==> config.mk <==
export PLATFORM = sky130hd
export DESIGN_NAME = lem_err_mon
export DESIGN_NICKNAME = d
export VERILOG_FILES = /design/src/rtl/lem_pkg.sv /design/src/rtl/lem_grp_cmp.sv /design/src/rtl/lem_cpl_chk.sv /design/src/rtl/lem_sticky_flag.sv /design/src/rtl/lem_err_mon.sv
export SDC_FILE = /design/constraint.sdc
export NUM_CORES = 1
export LEC_CHECK = 0
export ABC_AREA = 1
export BUFFER_PORTS_ARGS = -buffer_cell sky130_fd_sc_hd__clkbuf_2
export CAP_MARGIN = 20
export CORE_AREA = 2 2 39 41
export DETAILED_ROUTE_END_ITERATION = 10
export DIE_AREA = 0 0 41 43
export MAX_ROUTING_LAYER = met4
export PLACE_DENSITY = 0.81
export SLEW_MARGIN = 20
export SYNTH_ARGS = -nofsm -noshare
export SYNTH_HDL_FRONTEND = slang
export SYNTH_SLANG_ARGS = --single-unit
export TNS_END_PERCENT = 10
==> constraint.sdc <==
create_clock -name clk_i -period 1.92 [get_ports clk_i]
set_input_delay 0.192 -clock clk_i [delete_from_list [all_inputs] [get_ports clk_i]]
set_output_delay 0.192 -clock clk_i [all_outputs]
set_load 0.005 [all_outputs]
==> src/rtl/lem_pkg.sv <==
package lem_pkg;

  // Number of comparator groups needed to cover a bus of width w in spans of s.
  function automatic int num_groups(input int w, input int s);
    return (w + s - 1) / s;
  endfunction

  // Lowest bit index of group g.
  function automatic int grp_lo(input int g, input int s);
    return g * s;
  endfunction

  // Width of group g; the last group may be narrower than the span.
  function automatic int grp_width(input int g, input int w, input int s);
    int rem;
    rem = w - g * s;
    return (rem < s) ? rem : s;
  endfunction

endpackage

==> src/rtl/lem_grp_cmp.sv <==
module lem_grp_cmp #(
  parameter int W = 4
) (
  input  logic [W-1:0] fn_i,
  input  logic [W-1:0] dg_i,
  output logic         miss_o
);

  logic [W-1:0] diff;

  always_comb begin
    diff   = fn_i ^ dg_i;
    miss_o = |diff;
  end

endmodule

==> src/rtl/lem_cpl_chk.sv <==
module lem_cpl_chk (
  input  logic fn_i,
  input  logic dg_i,
  output logic err_o
);

  logic differ;

  // The copies are expected to be inverted: a difference is healthy.
  always_comb begin
    differ = fn_i ^ dg_i;
    err_o  = ~differ;
  end

endmodule

==> src/rtl/lem_sticky_flag.sv <==
module lem_sticky_flag (
  input  logic clk_i,
  input  logic rst_ni,
  input  logic set_i,
  input  logic clr_i,
  output logic flag_o
);

  logic flag_q;
  logic flag_d;
  logic flag_en;

  // Next state: set has priority over clear.
  always_comb begin
    flag_en = set_i | clr_i;
    flag_d  = set_i;
  end

  always_ff @(posedge clk_i or negedge rst_ni) begin
    if (!rst_ni) begin
      flag_q <= 1'b0;
    end else if (flag_en) begin
      flag_q <= flag_d;
    end
  end

  assign flag_o = flag_q;

  // a set flag holds while no clear arrives
  p_hold_r5: assert property (@(posedge clk_i) disable iff (!rst_ni)
    (flag_q && !clr_i) |=> flag_q);

  // a set request wins over a simultaneous clear
  p_set_wins_r8: assert property (@(posedge clk_i) disable iff (!rst_ni)
    set_i |=> flag_q);

endmodule

==> src/rtl/lem_err_mon.sv <==
module lem_err_mon #(
  parameter int GCLK_W   = 15,
  parameter int GRP_SPAN = 4,
  localparam int NUM_GRP = lem_pkg::num_groups(GCLK_W, GRP_SPAN)
) (
  input  logic               clk_i,
  input  logic               rst_ni,
  input  logic [GCLK_W-1:0]  fn_gclk_i,
  input  logic [GCLK_W-1:0]  dg_gclk_i,
  input  logic               fn_msb_i,
  input  logic               dg_msb_i,
  input  logic               self_test_i,
  input  logic               err_clr_i,
  output logic               gclk_err_o,
  output logic               data_err_o,
  output logic [NUM_GRP-1:0] grp_miss_o
);

  logic [NUM_GRP-1:0] grp_miss;
  logic               gclk_miss;
  logic               data_bad;
  logic               gclk_set;
  logic               data_set;

  for (genvar g = 0; g < NUM_GRP; g++) begin : g_grp
    localparam int LO = lem_pkg::grp_lo(g, GRP_SPAN);
    localparam int GW = lem_pkg::grp_width(g, GCLK_W, GRP_SPAN);

    lem_grp_cmp #(.W(GW)) u_cmp (
      .fn_i   (fn_gclk_i[LO +: GW]),
      .dg_i   (dg_gclk_i[LO +: GW]),
      .miss_o (grp_miss[g])
    );
  end

  lem_cpl_chk u_cpl (
    .fn_i  (fn_msb_i),
    .dg_i  (dg_msb_i),
    .err_o (data_bad)
  );

  always_comb begin
    gclk_miss = |grp_miss;
    gclk_set  = gclk_miss | self_test_i;
    data_set  = data_bad  | self_test_i;
  end

  lem_sticky_flag u_gclk_flag (
    .clk_i  (clk_i),
    .rst_ni (rst_ni),
    .set_i  (gclk_set),
    .clr_i  (err_clr_i),
    .flag_o (gclk_err_o)
  );

  lem_sticky_flag u_data_flag (
    .clk_i  (clk_i),
    .rst_ni (rst_ni),
    .set_i  (data_set),
    .clr_i  (err_clr_i),
    .flag_o (data_err_o)
  );

  assign grp_miss_o = grp_miss;

  // any bus bit difference is flagged after the edge
  p_gclk_set_r2: assert property (@(posedge clk_i) disable iff (!rst_ni)
    (fn_gclk_i != dg_gclk_i) |=> gclk_err_o);

  // equal top bits are flagged after the edge
  p_data_set_r4: assert property (@(posedge clk_i) disable iff (!rst_ni)
    (fn_msb_i == dg_msb_i) |=> data_err_o);

  // clear without a set condition drops the gated-clock flag
  p_clear_r6: assert property (@(posedge clk_i) disable iff (!rst_ni)
    (err_clr_i && !self_test_i && (fn_gclk_i == dg_gclk_i)) |=> !gclk_err_o);

  // self-test forces both flags
  p_selftest_r7: assert property (@(posedge clk_i) disable iff (!rst_ni)
    self_test_i |=> (gclk_err_o && data_err_o));

  // the data flag only rises from its own cause
  p_data_rise_r9: assert property (@(posedge clk_i) disable iff (!rst_ni)
    $rose(data_err_o) |-> $past((fn_msb_i == dg_msb_i) || self_test_i));

endmodule

Yosys cells after proc, flatten, opt, wreduce, memory -nomap -nowiden
Cells that the tools add are included.
{ "classes": {"n_reduce_logical": 5, "n_bitwise": 10} }
{ "op_table": {"columns": ["cell", "count"], "rows": [
  ["$reduce_or A15 Y1", 1],
  ["$reduce_or A4 Y1", 3],
  ["$xor A4 B4 Y4", 3],
  ["$or A1 B1 Y1", 4],
  ["$reduce_or A3 Y1", 1],
  ["$xor A3 B3 Y3", 1],
  ["$not A1 Y1", 1],
  ["$xor A1 B1 Y1", 1]
]} }
{ "totals": {"regBits": 2, "input_bits": 36, "elab_cells": 17} }

Longest topological paths before layout
{ "logic_depth": {"word_depth": 4, "depth_mapped": 7, "ltp_nobuf": 7} }

Cells and area by module
Synthesis repeated with hierarchy kept, for this count alone.
{ "hier_totals": {"hier_cells": 101, "area_unflattened_um2": 431.7} }
{ "modules_own_cells": {"columns": ["module", "cells_each", "area_each_um2", "instances", "seq_area_each_um2"], "rows": [
  ["lem_grp_cmp at g_grp[0].u_cmp ...", 23, 86.3, 3, 0.0],
  ["lem_sticky_flag", 5, 40.0, 2, 25.0],
  ["lem_grp_cmp at g_grp[3].u_cmp", 12, 51.3, 1, 0.0],
  ["lem_err_mon", 5, 22.5, 1, 0.0],
  ["lem_cpl_chk", 5, 18.8, 1, 0.0]
]} }

Least setup slack after synthesis
Ideal clock, no wire load.
{ "synth_timing": {"kind": "input -> output", "from": "in dg_gclk_i[9]", "to": "out grp_miss_o[2]", "required_ns": 1.728, "setup_slack_ns": 1.062, "arrival_time_ns": 0.666, "n_path_buf": 1, "cell_stages": 5, "cell_sequence": "xnor2_1 > o21ai_0 > nor2_1 > inv_1 > buf_4"} }
{ "synth_via": {"elab_chain_cells": 2} }
{ "synth_lines": {"columns": ["item", "line", "source"], "rows": [
  ["from (decl)", "lem_err_mon.sv:9", "input logic [GCLK_W-1:0] dg_gclk_i,"],
  ["$xor A4 B4 Y4", "lem_grp_cmp.sv:12", "diff = fn_i ^ dg_i;"],
  ["$reduce_or A4 Y1", "lem_grp_cmp.sv:13", "miss_o = |diff;"],
  ["to (decl)", "lem_err_mon.sv:16", "output logic [NUM_GRP-1:0] grp_miss_o"]
]} }
Every way passes these cells.

Worst setup path in the final report
Ends and elaborated chain as after synthesis.

==> reports/metrics.yaml <==
gp_congestion: 0.589
setup_violations: 0
gr-usage-all-layers_pct: 12.7
hpwl_um: 927
mostFrequentLayoutCells: "clkbuf_2, nand2_1, inv_1"
post-route-util_pct: 45.8
syn-instance-count: 83
path_clk_slew_ps: 30
nNetsFinal: 162
routed_wl_um: 1010
yosysWarnings: 0
n_antenna_cell: 0
slew_headroom_pct: 89.0
nFillCells: 154
die_w_um: 41
synth-compound-area-share_pct: 4.32
cp.arrival_ps: 800
multi_input_area_um2: 235
cts.repair.resized: 0
synthesis.nets: 119
timing_max_transition_violations_final: 0
clockPowerShare_pct: 39.9
cts_tree: "built"
ff2ff_setup_slack_ps: 1130
antenna_found_initial: 0
cp-end-kind: "output pin"
ys_seq_area_share_pct: 12.3
required_ps: 1730
synth-seq-cells: 2
instances_no_fill: 140
startpoint_type: "input pin"
worst_pin_slew_ps: 163
hold_slack_ps: 191
root_buffer: "clkbuf_4"
p_seq_share_pct: 18.7
synth_cell_type_count: 10
critPathKind: "in2out"
hold_path.class: "in2reg"
grt_pass1_wl_um: 1520
pwr-share-comb_pct: 41.4
grt_max_degree: 3
post-route-min-period_ps: 997
rows: 14
coreArea_um2: 1380
cts.sinks: 2
port_buffers: 41
clk_latency_ps: 230
drc_errors: 0
power.density_nw_per_um2: 374
synth_area_per_cell_um2: 4.88
outcome: "completed"
final-hold-violation-count: 0
num_vias: 573
fp.dieH_um: 43
fin_crit_sh_pct: 51.9
max_clock_freq_ghz: 1.00
drive_gt1_share_pct: 36.3
htreeDepth: 1
io_pins: 42
wl_per_cell_um: 7.24
cts_buffers: 3
cts_hold_buffers: 1
seq_area_um2: 50.0
netSwitchingFraction_pct: 29.8
fin_setup_tns_ps: 0
switchingPower_mw: 0.0707
synthXorXnorAreaFrac_pct: 10.8
synthMuxAreaShare_pct: 0
peakVddDrop_mv: 0.145
cp_max_fo: 2
rsz0062_at_grt: "false"
initial_utilization_pct: 29.3
grt_pass1_vias: 512
internal_power_mw: 0.166
maxCapViolations: 0
synth_simple_gate_area_share_pct: 42.9
grt.overflow.total: 0
static-leakage-power_nw: 0.466
synthAdderAreaFrac_pct: 0
placedCellCount: 136
cts_setup_buffers: 0
area_growth_pct: 56.2
syn_area_um2: 405
cts_buffer_depth: 2
via_per_inst: 4.09
die_area_um2: 1760
drtPass1Iterations: 4
finalClockSkew_ps: 0
final_common_cell: "clkbuf_2"
drtIter0Drc: 8
synth_top_family_by_area: "simple AND/OR/NAND/NOR gates"
postRouteAntennaNets: 0
power groups by stage:
stage	Combinational, mW	Sequential [mW]	Clock (mW)
2_1_floorplan	0.0503	0.0450	0
3_3_place_gp	0.0927	0.0448	0
3_5_place_dp	0.0978	0.0448	0
4_1_cts	0.0998	0.0443	0.0992
5_1_grt	0.114	0.0445	0.101
6_report	0.0981	0.0443	0.0947
cell type report:
| cell class | instances | area share [%] |
|---|---|---|
| multi-input combinational | 53 | 37.2 |
| timing repair buffer | 42 | 34.0 |
| inverter | 24 | 14.2 |
| sequential | 2 | 7.91 |
| clock buffer | 3 | 3.56 |
| tap | 16 | 3.16 |
state kept, by name (all words and copies together), names as in the netlist:
signal,count
u_gclk_flag.flag_o,1
u_data_flag.flag_o,1
synthesized netlist by cell type:
master,number,area (um2)
inv_1,24,90.1
nand2_1,33,124
nand2_2,1,6.26
dfrtp_1,2,50.1
nor2_1,9,33.8
xnor2_1,5,43.8
nand3_1,2,10.0
o21ai_0,2,10.0
buf_4,4,30.0
o21bai_1,1,7.51
path summary, 6_finish.rpt:
kind	start	end	cells after the start
setup / recovery	dg_gclk_i[9]	grp_miss_o[2]	6
hold / removal	err_clr_i	u_data_flag.flag_o	2
setup reg to reg	u_gclk_flag.flag_o	u_gclk_flag.flag_o	4
hold reg to reg	u_data_flag.flag_o	u_data_flag.flag_o	2
max in group asynchronous	rst_ni	u_gclk_flag.flag_o	2
min in group asynchronous	rst_ni	u_data_flag.flag_o	2
critical path: stages:
cell and delay (ps):
clkbuf_2 80, xnor2_1 140, o21ai_0 90, nor2_1 130, inv_1 60, clkbuf_2 110
kinds of logic after synthesis:
kind of cell | after synthesis
flops | 2
buf+inv | 28
compound gates | 3
simple gates | 45
xor+xnor | 5
routing by layer:
layer	GRT usage [%]	wire, um
met5	-	0
met4	10.7	0
met3	0.524	88
met2	25.0	587
met1	8.63	337
metrics by stage:
| stage | setup slack, ps | area [um2] | total power, mW |
|---|---|---|---|
| global route | 846 | 633 | 0.259 |
| floorplan | 1060 | 405 | 0.0954 |
| detailed placement | 915 | 601 | 0.143 |
| global placement | 949 | 601 | 0.137 |
| CTS | 915 | 633 | 0.243 |
| finish | 923 | 633 | 0.237 |
Power figures use the tool's default switching activity.
